[src/rtl/usbsr_pkg.sv]
// Package: shared register bit positions for the suspend detector.
// Assumes a three-bit read word and a two-bit clear mask.
package usbsr_pkg;
    localparam int REG_W    = 3;
    localparam int CLR_W    = 2;
    localparam int BIT_SB   = 0;  // suspend-started flag
    localparam int BIT_SE   = 1;  // suspend-ended flag
    localparam int BIT_SUSP = 2;  // suspend status
endpackage

[src/rtl/usbsr_sync.sv]
// Module: multi-stage flop synchronizer for one asynchronous bit.
// Assumes the destination clock is the always-on clock; STAGES >= 2.
module usbsr_sync #(
    parameter int STAGES = 2
) (
    input  logic clk,
    input  logic rst_n,
    input  logic d_async,
    output logic q_sync
);
    logic [STAGES-1:0] chain;

    // Shift the asynchronous level through the flop chain.
    always_ff @(posedge clk) begin
        if (!rst_n) chain <= '0;
        else        chain <= {chain[STAGES-2:0], d_async};
    end

    assign q_sync = chain[STAGES-1];
endmodule

[src/rtl/usbsr_idle_timer.sv]
// Module: bus inactivity timer. It counts ticks while the core clock
// is enabled and the link is not suspended. A start-of-frame strobe
// restarts it, and suspend holds it at zero, so it restarts on exit.
// Assumes tick and sof are single-cycle synchronous pulses.
module usbsr_idle_timer #(
    parameter int IDLE_TICKS = 30
) (
    input  logic clk,
    input  logic rst_n,
    input  logic core_clk_en,
    input  logic tick,
    input  logic sof,
    input  logic suspended,
    output logic expire
);
    localparam int CNT_W = (IDLE_TICKS < 1) ? 1 : $clog2(IDLE_TICKS + 1);
    localparam logic [CNT_W-1:0] LIMIT = CNT_W'(IDLE_TICKS);

    logic [CNT_W-1:0] cnt;
    logic             restart;
    logic             adv;

    assign restart = suspended | (core_clk_en & sof);
    assign adv     = core_clk_en & tick & ~restart;
    assign expire  = adv & (cnt == LIMIT);

    // Count idle ticks, saturating at the limit.
    always_ff @(posedge clk) begin
        if (!rst_n)                   cnt <= '0;
        else if (restart)             cnt <= '0;
        else if (adv && cnt != LIMIT) cnt <= cnt + 1'b1;
    end

    p_cnt_bound_r2: assert property (@(posedge clk) disable iff (!rst_n)
        cnt <= LIMIT);
    p_sof_restart_r3: assert property (@(posedge clk) disable iff (!rst_n)
        (core_clk_en && sof) |=> cnt == '0);
    p_gated_hold_r6: assert property (@(posedge clk) disable iff (!rst_n)
        (!core_clk_en && !suspended) |=> cnt == $past(cnt));
    p_susp_zero_r10: assert property (@(posedge clk) disable iff (!rst_n)
        suspended |=> cnt == '0);
endmodule

[src/rtl/usbsr_flags.sv]
// Module: suspend status bit and the two sticky interrupt flags with
// write-1-to-clear. Runs on the always-on clock, so the resume event
// is seen even with the core clock gated. Set has priority over clear.
module usbsr_flags
    import usbsr_pkg::*;
(
    input  logic             clk,
    input  logic             rst_n,
    input  logic             expire,
    input  logic             line_act,
    input  logic             wr,
    input  logic [CLR_W-1:0] wdata,
    output logic             suspended,
    output logic             flag_sb,
    output logic             flag_se
);
    logic resume_evt;

    assign resume_evt = suspended & line_act;

    // Track suspend state: entered on expiry, left on resume.
    always_ff @(posedge clk) begin
        if (!rst_n)          suspended <= 1'b0;
        else if (resume_evt) suspended <= 1'b0;
        else if (expire)     suspended <= 1'b1;
    end

    // Sticky suspend-started flag.
    always_ff @(posedge clk) begin
        if (!rst_n)                    flag_sb <= 1'b0;
        else if (expire)               flag_sb <= 1'b1;
        else if (wr && wdata[BIT_SB])  flag_sb <= 1'b0;
    end

    // Sticky suspend-ended flag.
    always_ff @(posedge clk) begin
        if (!rst_n)                    flag_se <= 1'b0;
        else if (resume_evt)           flag_se <= 1'b1;
        else if (wr && wdata[BIT_SE])  flag_se <= 1'b0;
    end

    p_enter_r2: assert property (@(posedge clk) disable iff (!rst_n)
        expire |=> (suspended && flag_sb));
    p_rise_cause_r2: assert property (@(posedge clk) disable iff (!rst_n)
        $rose(suspended) |-> $past(expire));
    p_resume_r4: assert property (@(posedge clk) disable iff (!rst_n)
        (suspended && line_act) |=> (!suspended && flag_se));
    p_sb_sticky_r7: assert property (@(posedge clk) disable iff (!rst_n)
        (flag_sb && !(wr && wdata[BIT_SB])) |=> flag_sb);
    p_se_sticky_r7: assert property (@(posedge clk) disable iff (!rst_n)
        (flag_se && !(wr && wdata[BIT_SE])) |=> flag_se);
    p_idle_line_r11: assert property (@(posedge clk) disable iff (!rst_n)
        (!suspended && !expire) |=> !suspended);
endmodule

[src/rtl/usb_suspend_detect.sv]
// Module: top of the USB suspend/resume detector. It joins the line
// synchronizer, the inactivity timer and the flag register, and it
// exposes the read word. Assumes software gates the core clock only
// while suspended; the timer honours core_clk_en as a clock enable.
module usb_suspend_detect
    import usbsr_pkg::*;
#(
    parameter int IDLE_TICKS  = 30,
    parameter int SYNC_STAGES = 2
) (
    input  logic             clk,
    input  logic             rst_n,
    input  logic             sof_seen,
    input  logic             line_resume,
    input  logic             tick,
    input  logic             core_clk_en,
    input  logic             reg_wr,
    input  logic [CLR_W-1:0] reg_wdata,
    output logic [REG_W-1:0] reg_rdata,
    output logic             irq_suspend_start,
    output logic             irq_suspend_end,
    output logic             bus_suspended
);
    logic line_act;
    logic expire;
    logic susp;
    logic f_sb;
    logic f_se;

    usbsr_sync #(.STAGES(SYNC_STAGES)) u_sync (
        .clk     (clk),
        .rst_n   (rst_n),
        .d_async (line_resume),
        .q_sync  (line_act)
    );

    usbsr_idle_timer #(.IDLE_TICKS(IDLE_TICKS)) u_timer (
        .clk         (clk),
        .rst_n       (rst_n),
        .core_clk_en (core_clk_en),
        .tick        (tick),
        .sof         (sof_seen),
        .suspended   (susp),
        .expire      (expire)
    );

    usbsr_flags u_flags (
        .clk       (clk),
        .rst_n     (rst_n),
        .expire    (expire),
        .line_act  (line_act),
        .wr        (reg_wr),
        .wdata     (reg_wdata),
        .suspended (susp),
        .flag_sb   (f_sb),
        .flag_se   (f_se)
    );

    // Assemble the read word from the flag register state.
    always_comb begin
        reg_rdata           = '0;
        reg_rdata[BIT_SB]   = f_sb;
        reg_rdata[BIT_SE]   = f_se;
        reg_rdata[BIT_SUSP] = susp;
    end

    assign irq_suspend_start = f_sb;
    assign irq_suspend_end   = f_se;
    assign bus_suspended     = susp;

    p_rdata_ports_r9: assert property (@(posedge clk) disable iff (!rst_n)
        reg_rdata == {bus_suspended, irq_suspend_end, irq_suspend_start});
endmodule

[config.mk]
export PLATFORM = sky130hd
export DESIGN_NAME = usb_suspend_detect
export DESIGN_NICKNAME = d
export VERILOG_FILES = /design/src/rtl/usbsr_pkg.sv /design/src/rtl/usbsr_sync.sv /design/src/rtl/usbsr_idle_timer.sv /design/src/rtl/usbsr_flags.sv /design/src/rtl/usb_suspend_detect.sv
export SDC_FILE = /design/constraint.sdc
export NUM_CORES = 1
export LEC_CHECK = 0
export BUFFER_PORTS_ARGS = -buffer_cell sky130_fd_sc_hd__buf_4
export CAP_MARGIN = 0
export CORE_AREA = 2 2 47 49
export DETAILED_ROUTE_END_ITERATION = 10
export DIE_AREA = 0 0 49 51
export GPL_ROUTABILITY_DRIVEN = 0
export MAX_ROUTING_LAYER = met4
export PLACE_DENSITY = 0.48
export SLEW_MARGIN = 20
export SYNTH_ARGS = -nofsm -noshare
export SYNTH_HDL_FRONTEND = slang
export SYNTH_SLANG_ARGS = --single-unit
[constraint.sdc]
create_clock -name clk -period 2.9 [get_ports clk]
set_input_delay 0.58 -clock clk [delete_from_list [all_inputs] [get_ports clk]]
set_output_delay 0.58 -clock clk [all_outputs]
set_load 0.02 [all_outputs]
Word-level counts from Yosys, hierarchy flattened. Index checks and enable logic that the tools add are counted.

Bits in registers: 10. Latch bits: 0. Bits in writable memories: 0. Memory bits (read-only): 0. Input port bits: 9. Output and inout bits: 6. Logic and storage cells: 27. Memories kept: 0.

Add/sub/neg operators: 1. Multiply operators: 0. Div/mod/pow operators: 0. Order comparisons: 0. Equality and inequality tests: 2. Shift operators: 0. Multiplexer cells: 4. Bitwise gates (word level): 8. Reductions and logical operators: 7.

Operators with widths (number): $add 5x1->5 const B (1); $and 1x1->1 (5); $eq 5x5->1 const B (1); $ne 5x5->1 const B (1); $mux 1 (4); $reduce_bool 2->1 (2); $reduce_or 2->1 (2); $logic_and 1x1->1 (3); $not 1->1 (2); $or 1x1->1 (1).

Longest topological paths before layout. Gate-level depths: netlist of the first run.

Depth after elaboration: 6. Mapped depth: 5. Mapped depth without buffers: 5.

Cells and area by module. A second synthesis of the first run with hierarchy kept.

Cells, all modules: 51. Area total of the unflattened synthesis: 471.7 sq um.

Modules (own cells, without submodules): usbsr_idle_timer (times used 1, cells an instance 33, area an instance 292.8 sq um, seq. area each 100.1 sq um); usbsr_flags (times used 1, cells an instance 11, area an instance 103.8 sq um, seq. area each 60.1 sq um); usbsr_sync (times used 1, cells an instance 4, area an instance 52.6 sq um, seq. area each 40.0 sq um); usb_suspend_detect (times used 1, cells an instance 3, area an instance 22.5 sq um, seq. area each 0.0 sq um).

Worst setup path before layout of the first run. OpenSTA, ideal clock, no wires.

Path type: input to register. Start point: in sof_seen. End point: reg u_timer.cnt[3]. Library setup time: 0.070 ns. Arrival time: 1.285 ns. Data required time: 2.830 ns. Path slack: 1.544 ns. Stages on the path: 3. Buffers on the path: 0. Path through: nand4bb_4 > or3_1 > a21oi_1.

Cells in the longest elaborated chain, start to end: 5. Elaborated cells between the ends (all ways): 6. Classes of those cells: bitwise (4); reduce/logical (2).

Ends and longest elaborated chain: start, declared (RTL line usb_suspend_detect.sv:13) `input logic sof_seen,`; $and 1x1->1 (*) (RTL line usbsr_idle_timer.sv:23) `assign restart = suspended | (core_clk_en & sof);`; $or 1x1->1 (*) (RTL line usbsr_idle_timer.sv:23); $not 1->1 (RTL line usbsr_idle_timer.sv:24) `assign adv = core_clk_en & tick & ~restart;`; $and 1x1->1 (RTL line usbsr_idle_timer.sv:24); $logic_and 1x1->1 (RTL line usbsr_idle_timer.sv:31) `else if (adv && cnt != LIMIT) cnt <= cnt + 1'b1;`; end signal, assigned (RTL line usbsr_idle_timer.sv:31); end, declared (RTL line usbsr_idle_timer.sv:19) `logic [CNT_W-1:0] cnt;`.

Mark *: on every way between the ends. The rest lies on a longest branch, timed or not. A chain may end at the register's enable or synchronous reset.

Final worst setup path of the first run.
Start point: reg u_flags.suspended. End point: out reg_rdata[2].

RTL lines: start, declared (RTL line usbsr_flags.sv:13) `output logic suspended,`; start signal, assigned (RTL line usbsr_flags.sv:23) `if (!rst_n) suspended <= 1'b0;`; start signal, assigned (RTL line usbsr_flags.sv:24) `else if (resume_evt) suspended <= 1'b0;`; start signal, assigned (RTL line usbsr_flags.sv:25) `else if (expire) suspended <= 1'b1;`; end, declared (RTL line usb_suspend_detect.sv:19) `output logic [REG_W-1:0] reg_rdata,`.

No word-level cell between the ends.

==> reports/metrics.cfg, run 1 <==
[timing]
timing.final.crit_share_pct=50.1
setup_violations=0
min_period_ns=1.45
grt_setup_unrepaired=false
final_hold_viol_count=0
slew_headroom_pct=85.7
tightestPinTransition_ns=0.213
final-max-slew-violation-count=0
setup_tns_ns=0
finalClockSkew_ns=0.00675
fmax_mhz=689

[detailed_routing]
avgViaCountPerCell=4.51
postRouteAntennaNets=0
first_pass_iters=1
wl_per_cell_um=10.4
vias=410
drtIter0Drc=0
drt-total-wl_um=949
drcViolationCount=0

[floorplan]
io_pins=15
row_count=17
core_area_mm2=0.00206
dieArea_mm2=0.00250
start_util_pct=23.3
dieHeight_um=51
die_width_um=49

[cells_and_area]
diodes=0
final_common_cell=buf_4
nFillCells=238
drive_gt1_share_pct=30.2
area_delta_synth_final_pct=29.1
fin_cells=91
fin_nets=76
layout_common_cells=14 x buf_4, 10 x dfxtp_1, 4 x a21oi_1
final_util_pct=30.1

[clock_tree]
cts_buffers=3
worstSkewPairLatency_ns=0.26
htree_levels=1
clock-sinks=10
cts_hold_buf=0
clk_path_buf_depth=2
cts_tree=yes
cts_resized=0
clk_pin_slew_ns=0.06
root_buffer=clkbuf_4
postCtsSetupBuffers=0

[logic_synthesis]
avgSynthCellArea_um2=9.83
synth-edff-count=0
ys_seq_area_share_pct=41.6
yosysUniqueCellTypes=25
syn-instance-count=49
syn-cell-area_um2=482
synth.ff_latch_count=10
synth_fp_nets=60
yosys_warnings=0
synthFlopType=dfxtp_1
synth-async-reset-ratio_pct=0

[worst_setup_path]
r2r-start=u_timer.cnt[0]
cp_slowest_cell=dfxtp_1
max_stage_delay_ns=0.43
path_cells=buf_4
required_ns=2.32
worstReg2RegEnd=u_timer.cnt[3]
r2r_setup_slack_ns=1.55
worstSetupPathType=reg2out
cp_num_buf_inv=1
startpoint_type=flip-flop
critPathMaxFanout=7
arrival_ns=0.87
crit_path_end_kind=output port
cp_top_family=flip-flops
r2r_cells=5

[pwr]
p_switching_uw=57.7
switching_share_pct=22.4
p_leak_nw=0.230
p_per_area_mw_per_mm2=414
power_frac_comb_pct=8.1
clockPowerShare_pct=37.1
peakVddDrop_mv=0.168
seq_power_share_pct=54.8
power.internal_uw=199

[run]
drv_cap=0

[global_routing]
grt_max_degree=8
grt_overflow_total=0
grt_pass1_vias=399
grt_pass1_wl_mm=1.77
antenna_found_initial=0
grt_util_all_layers_pct=9.84

[place]
portBuffers=14
dpl.hpwl_um=726
dp.cells=88

[worst_hold_path]
min_path_type=reg2reg
worstHoldStart=u_sync.chain[0]
hold_depth=1
whs_endpoint=u_sync.chain[1]

[status]
outcome=finished, final reports clean

power by group through the flow:
stage	registers (mW)	logic, mW	clock network, mW
finish	0.141	0.0209	0.0953
detailed placement	0.144	0.0211	0
global placement	0.144	0.0211	0
global route	0.141	0.0240	0.105
CTS	0.141	0.0212	0.0993
floorplan	0.144	0.00867	0
routing by layer:
metal | track usage [%] | up-vias | share of wire, %
li1 | - | 212 | -
met1 | 12.1 | 187 | 49
met2 | 13.0 | 7 | 43
met3 | 2.92 | 4 | 5.3
met4 | 8.57 | 0 | 2.4
met5 | - | - | 0
Yosys cell counts, types with 2 or more instances:
library cell / instances / share of area (%)
or3_1: 2 / 2.6
o31ai_1: 2 / 3.1
and2_1: 2 / 2.6
dfxtp_1: 10 / 42
buf_4: 3 / 4.7
nand2_1: 2 / 1.6
ha_1: 2 / 5.2
nor2b_1: 2 / 2.6
a21oi_1: 4 / 4.2
o21a_1: 2 / 3.1
nand3_1: 3 / 3.1
inv_1: 2 / 1.6
flip-flops by register name, summed over array words and instances, names as in the netlist:
| register | cells |
|---|---|
| u_flags.flag_sb | 1 |
| u_flags.suspended | 1 |
| u_flags.flag_se | 1 |
| u_sync.chain | 2 |
| u_timer.cnt | 5 |
how the worst max path moves through the flow:
stage	from	to	slack [ns]	cells past startpoint
floorplan	sof_seen	u_timer.cnt[3]	1.54	3
finish	u_flags.suspended	reg_rdata[2]	1.45	1
CTS	u_flags.suspended	reg_rdata[2]	1.43	1
global route	u_flags.suspended	bus_suspended	1.38	1
global placement	sof_seen	u_timer.cnt[3]	1.39	4
detailed placement	sof_seen	u_timer.cnt[3]	1.36	4
cell families (layout without fill, tap and decap cells):
kind of cell    after synthesis  in the layout  synth area share (%)
flops                        10             10                  41.6
simple gates                 18             18                  27.3
fa+ha+maj                     2              2                  5.19
compound gates               14             14                  19.7
buf+inv                       5             19                  6.23
per-stage QoR:
stage / hold slack (ns) / power [mW] / area [um2] / setup slack, ns
final: 0.433 / 0.257 / 622 / 1.45
after CTS: 0.436 / 0.261 / 622 / 1.43
after global placement: 0.421 / 0.165 / 599 / 1.39
after global routing: 0.478 / 0.270 / 622 / 1.38
after floorplan: 0.412 / 0.153 / 482 / 1.54
after detailed placement: 0.420 / 0.165 / 599 / 1.36
cell type report:
class	instances	area, um2	share of cell area [%]
inverter	2	7.51	1.21
clock buffer	3	22.5	3.62
tap	28	35.0	5.63
sequential	10	200	32.2
multi-input combinational	34	251	40.4
timing repair buffer	14	105	16.9
Power figures use the tool's default switching activity.
==> inputs of run 2 (changes only) <==
--- a/config.mk
+++ b/config.mk
@@ -5,14 +5,15 @@
 export SDC_FILE = /design/constraint.sdc
 export NUM_CORES = 1
 export LEC_CHECK = 0
+export ABC_AREA = 1
 export BUFFER_PORTS_ARGS = -buffer_cell sky130_fd_sc_hd__buf_4
 export CAP_MARGIN = 0
-export CORE_AREA = 2 2 47 49
+export CORE_AREA = 2 2 49 51
 export DETAILED_ROUTE_END_ITERATION = 10
-export DIE_AREA = 0 0 49 51
+export DIE_AREA = 0 0 51 53
 export GPL_ROUTABILITY_DRIVEN = 0
 export MAX_ROUTING_LAYER = met4
-export PLACE_DENSITY = 0.48
+export PLACE_DENSITY = 0.47
 export SLEW_MARGIN = 20
 export SYNTH_ARGS = -nofsm -noshare
 export SYNTH_HDL_FRONTEND = slang
==> constraint.sdc (replaced) <==
create_clock -name clk -period 1.47 [get_ports clk]
set_input_delay 0.294 -clock clk [delete_from_list [all_inputs] [get_ports clk]]
set_output_delay 0.294 -clock clk [all_outputs]
set_load 0.02 [all_outputs]
==> run 2 against run 1 <==
Die area grew 8.2%; combinational power increased by 140%; routed wire length rose by 10%; power up 110%; flip-flop and latch count is the same; global-route usage down 0.89 points; synthesized cell count is 49% higher; core utilization grew 0.088 points; first-iteration DRC count up 5; via count increased by 16%; final area grew 4.4%; setup slack lost 1.2 ns; largest cell class unchanged; highest routed layer unchanged.
==> reports/metrics.cfg, run 2 <==
[status]
outcome=finished, final reports clean

[worst_setup_path]
startpoint_type=flip-flop
r2r-start=u_timer.cnt[0]
required_ns=1.68
r2r_cells=7
crit_path_end_kind=flip-flop
worstSetupPathType=reg2reg
path_cells=inv_1, ha_1, nand3_1, nor2_2, nor2_2, nand2_1, a21oi_1
arrival_ns=1.46
r2r_setup_slack_ns=0.22
worstReg2RegEnd=u_timer.cnt[3]
critPathMaxFanout=5
cp-startpoint=u_timer.cnt[0]
max_stage_delay_ns=0.39
crit_path_frequent_cell=nor2_2
cp_slowest_cell=dfxtp_1

[pwr]
p_switching_uw=135
clockPowerShare_pct=37.8
seq_power_share_pct=52.9
switching_share_pct=25.4
power.internal_uw=395
power_frac_comb_pct=9.3
p_leak_nw=0.301
p_per_area_mw_per_mm2=815
peakVddDrop_mv=0.271

[logic_synthesis]
yosys_warnings=0
synth-edff-count=0
synth_common_cells=23 x nand2_1, 10 x dfxtp_1, 7 x a21oi_1, 7 x inv_1, 6 x nand3_1
yosysTopAreaCell=dfxtp_1
netlist.area_leader.share_pct=38.5
syn-instance-count=73
synth.area.top_cells=dfxtp_1 38%, nand2_1 17%, a21oi_1 6.7%
avgSynthCellArea_um2=7.13
synthFlopType=dfxtp_1
synth-async-reset-ratio_pct=0
syn-cell-area_um2=520
ys_seq_area_share_pct=38.5
synth_fp_nets=84
synth.ff_latch_count=10
yosysUniqueCellTypes=16
yosysMostFrequentCell=nand2_1

[detailed_routing]
avgViaCountPerCell=4.18
drt-total-wl_mm=1.05
wl_met1_um=483
postRouteAntennaNets=0
drtIter0Drc=5
wl_met3_um=44
first_pass_iters=3
vias=476
wl_per_cell_um=9.18
top_layer=met4
wl_met2_um=480
drcViolationCount=0

[cells_and_area]
seq_area_um2=200
final_common_cell=nand2_1
layout_common_cells=23 x nand2_1, 14 x buf_4, 10 x dfxtp_1
fin_nets=99
final_area_um2=649
area_delta_synth_final_pct=24.8
regMostFlops=u_timer.cnt
drive_gt1_share_pct=27.9
multi_input_area_um2=253
nFillCells=232
top_regs=u_timer.cnt x5, u_sync.chain x2
largest_register_ff_count=5
final_util_pct=30.2
diodes=0

[global_routing]
grt_max_degree=9
grt_overflow_total=0
grt_util_all_layers_pct=8.95
antenna_found_initial=0
grt_pass1_wl_mm=1.66
grt_pass1_vias=393

[clock_tree]
worstSkewPairLatency_ns=0.27
postCtsSetupBuffers=0
root_buffer=clkbuf_4
clk_pin_slew_ns=0.07
cts_resized=0
clock-sinks=10
cts_buffers=3
htree_levels=1
cts_tree=yes
cts_hold_buf=0
clk_path_buf_depth=2

[timing]
min_period_ns=1.25
final_hold_viol_count=0
slew_headroom_pct=81.2
timing.final.crit_share_pct=85.2
final-max-slew-violation-count=0
grt_setup_unrepaired=false
tightestPinTransition_ns=0.282
setup_tns_ns=0
fmax_mhz=799
hold_ws_ns=0.208
setup_violations=0
finalClockSkew_ns=0.00341

[place]
place_area_um2=627
dpl.hpwl_um=803
portBuffers=14

[floorplan]
start_util_pct=24.2
io_pins=15
dieArea_mm2=0.00270
dieHeight_um=53
row_count=17
die_width_um=51
core_area_mm2=0.00215

[worst_hold_path]
worstHoldStart=line_resume
whs_endpoint=u_sync.chain[0]
min_path_type=in2reg
hold_depth=3

[run]
drv_cap=0

## run 2: power by group through the flow
stage / combinational [mW] / clock [mW] / sequential, mW
floorplan: 0.0262 / 0 / 0.285
global placement: 0.0497 / 0 / 0.286
detailed placement: 0.0497 / 0 / 0.286
CTS: 0.0497 / 0.205 / 0.280
global route: 0.0558 / 0.216 / 0.281
finish: 0.0493 / 0.200 / 0.280
## run 2: area by class of cell
cell class,count,area share [%]
clock buffers,3,3.47
inverters,9,5.20
multi-input cells,50,38.9
flip-flops and latches,10,30.8
well taps,28,5.39
repair buffers,14,16.2
## run 2: stage by stage
stage,setup slack [ns],cells,power (mW)
2_1_floorplan,0.305,73,0.312
3_3_place_gp,0.246,111,0.336
4_1_cts,0.198,114,0.534
6_report,0.218,114,0.529
3_5_place_dp,0.215,111,0.336
5_1_grt,0.0442,114,0.553
## run 2: worst max path at each step
stage                           to  slack (ns)  depth (start not counted)
detailed placement  u_timer.cnt[3]        0.22                          7
global placement    u_timer.cnt[3]        0.25                          7
finish              u_timer.cnt[3]        0.22                          7
floorplan           u_timer.cnt[1]        0.30                          8
global route        u_timer.cnt[3]        0.04                          7
CTS                 u_timer.cnt[3]        0.20                          7
## run 2: routing by layer
layer	up-vias	global-route usage, %
li1	255	-
met1	207	10.3
met2	10	12.6
met3	4	1.69
met4	0	9.46
met5	-	-
## run 2: cell families (layout without fill, tap and decap cells)
group / after synthesis / in the layout / share of synthesized area (%)
buf+inv: 13 / 26 / 13.0
fa+ha+maj: 2 / 2 / 4.81
xor+xnor: 1 / 1 / 1.68
compound gates: 7 / 7 / 6.73
simple gates: 40 / 40 / 35.3
flops: 10 / 10 / 38.5
## run 2: worst max-delay path, delay by kind of cell (launching register included)
kind	cells	cell delay (ns)
compound gates	1	0.12
buf+inv	1	0.08
simple gates	4	0.39
flops	1	0.39
fa+ha+maj	1	0.22
==> inputs of run 3 (changes only) <==
--- a/config.mk
+++ b/config.mk
@@ -9,6 +9,7 @@
 export BUFFER_PORTS_ARGS = -buffer_cell sky130_fd_sc_hd__buf_4
 export CAP_MARGIN = 0
 export CORE_AREA = 2 2 49 51
+export CTS_BUF_LIST = sky130_fd_sc_hd__clkbuf_16
 export DETAILED_ROUTE_END_ITERATION = 10
 export DIE_AREA = 0 0 51 53
 export GPL_ROUTABILITY_DRIVEN = 0
==> run 3 against run 2 <==
Count of clock-buffer cells in the layout unchanged; final cell count unchanged; clock power rose by 140%; clock skew is 0.0013 ns lower; non-clock buffer count unchanged; via count is 1.5% higher; routed wire length grew 2.0%; power up 54%; core utilization rose by 2.4 points; critical path type unchanged.
==> reports/metrics.cfg, run 3 (synthesis gave the netlist of run 2 again) <==
[status]
outcome=finished, final reports clean

[timing]
finalClockSkew_ns=0.00208
timing.final.crit_share_pct=84.8
fmax_mhz=802
final_hold_viol_count=0
min_period_ns=1.25
tightestPinTransition_ns=0.278
worst_slack_ns=0.223
hold_ws_ns=0.243
grt_setup_unrepaired=false
final-max-slew-violation-count=0
slew_headroom_pct=81.4
setup_tns_ns=0
setup_violations=0

[place]
place_ws_ns=0.215
portBuffers=14
dpl.hpwl_um=803

[pwr]
p_per_area_mw_per_mm2=1160
p_leak_nw=0.324
peakVddDrop_mv=0.525

[clock_tree]
clk_path_buf_depth=2
htree_levels=1
cts_hold_buf=0
root_buffer=clkbuf_16
cts_buffers=3
cts_resized=0
postCtsSetupBuffers=0
worstSkewPairLatency_ns=0.24
clock-sinks=10
clk_pin_slew_ns=0.04
cts_tree=yes

[global_routing]
antenna_found_initial=0
grtUsageMet3_pct=3.39
grt_max_degree=9
grt-busiest-layer=met2
met2_usage_pct=12.6
grt_util_all_layers_pct=9.62
grt_overflow_total=0
grt_pass1_wl_mm=1.68
grt_pass1_vias=397
grtUsageMet1_pct=10.1

[detailed_routing]
vias=483
drcViolationCount=0
wl_per_cell_um=9.37
first_pass_iters=4
drt-total-wl_mm=1.07
avgViaCountPerCell=4.24
drtIter0Drc=5
postRouteAntennaNets=0

[worst_setup_path]
worstSetupPathType=reg2reg
arrival_ns=1.42
crit_path_end_kind=flip-flop
required_ns=1.64
critPathMaxFanout=5
startpoint_type=flip-flop

[cells_and_area]
top_regs=u_timer.cnt x5, u_sync.chain x2
drive_gt1_share_pct=27.9
regMostFlops=u_timer.cnt
layout_common_cells=23 x nand2_1, 14 x buf_4, 10 x dfxtp_1
largest_register_ff_count=5
final_common_cell=nand2_1
fin_nets=99
final_util_pct=32.7
diodes=0
area_delta_synth_final_pct=34.9

[floorplan]
die_width_um=51
core_area_mm2=0.00215
io_pins=15
dieArea_mm2=0.00270
start_util_pct=24.2
dieHeight_um=53
row_count=17

[run]
drv_cap=0

[worst_hold_path]
min_path_type=in2reg

## run 3: cell counts in the layout (fill, tap and decap cells not counted)
Identical to the previous run, type by type.
## run 3: path summary, 6_finish.rpt
| check | start | endpoint | slack (ns) | cells past startpoint |
|---|---|---|---|---|
| worst max register to register | u_timer.cnt[0] | u_timer.cnt[3] | 0.22 | 7 |
| worst min-delay path | line_resume | u_sync.chain[0] | 0.24 | 3 |
| worst max-delay path | u_timer.cnt[0] | u_timer.cnt[3] | 0.22 | 7 |
| worst min register to register | u_sync.chain[0] | u_sync.chain[1] | 0.41 | 2 |
## run 3: final cells by class
| cell class | instances | area, um2 |
|---|---|---|
| inverter | 9 | 33.8 |
| clock buffer | 3 | 75.1 |
| tap | 28 | 35.0 |
| timing repair buffer | 14 | 105 |
| sequential | 10 | 200 |
| multi-input combinational | 50 | 253 |
| fill | 228 | 1450 |
## run 3: critical path, cell delays in order (launching register included)
cell	delay [ns]
dfxtp_1	0.38
inv_1	0.08
ha_1	0.22
nand3_1	0.10
nor2_2	0.05
nor2_2	0.17
nand2_1	0.07
a21oi_1	0.12
## run 3: layer usage
metal | vias to the layer above | routed length [um]
li1 | 254 | -
met2 | 12 | 479
met1 | 213 | 477
met4 | 0 | 61
met3 | 4 | 49
met5 | - | 0
## run 3: report_power, final
part           switching, mW  total [mW]  internal [mW]
Combinational         0.0253      0.0491         0.0239
Clock                  0.130       0.483          0.353
Sequential           0.00407       0.282          0.278
Total                  0.159       0.814          0.655
## run 3: metrics by stage
stage	cells	instance area, um2	total power, mW
after floorplan	73	520	0.312
after global placement	111	627	0.336
after detailed placement	111	627	0.336
after CTS	114	702	0.824
after global routing	114	702	0.852
final	114	702	0.814
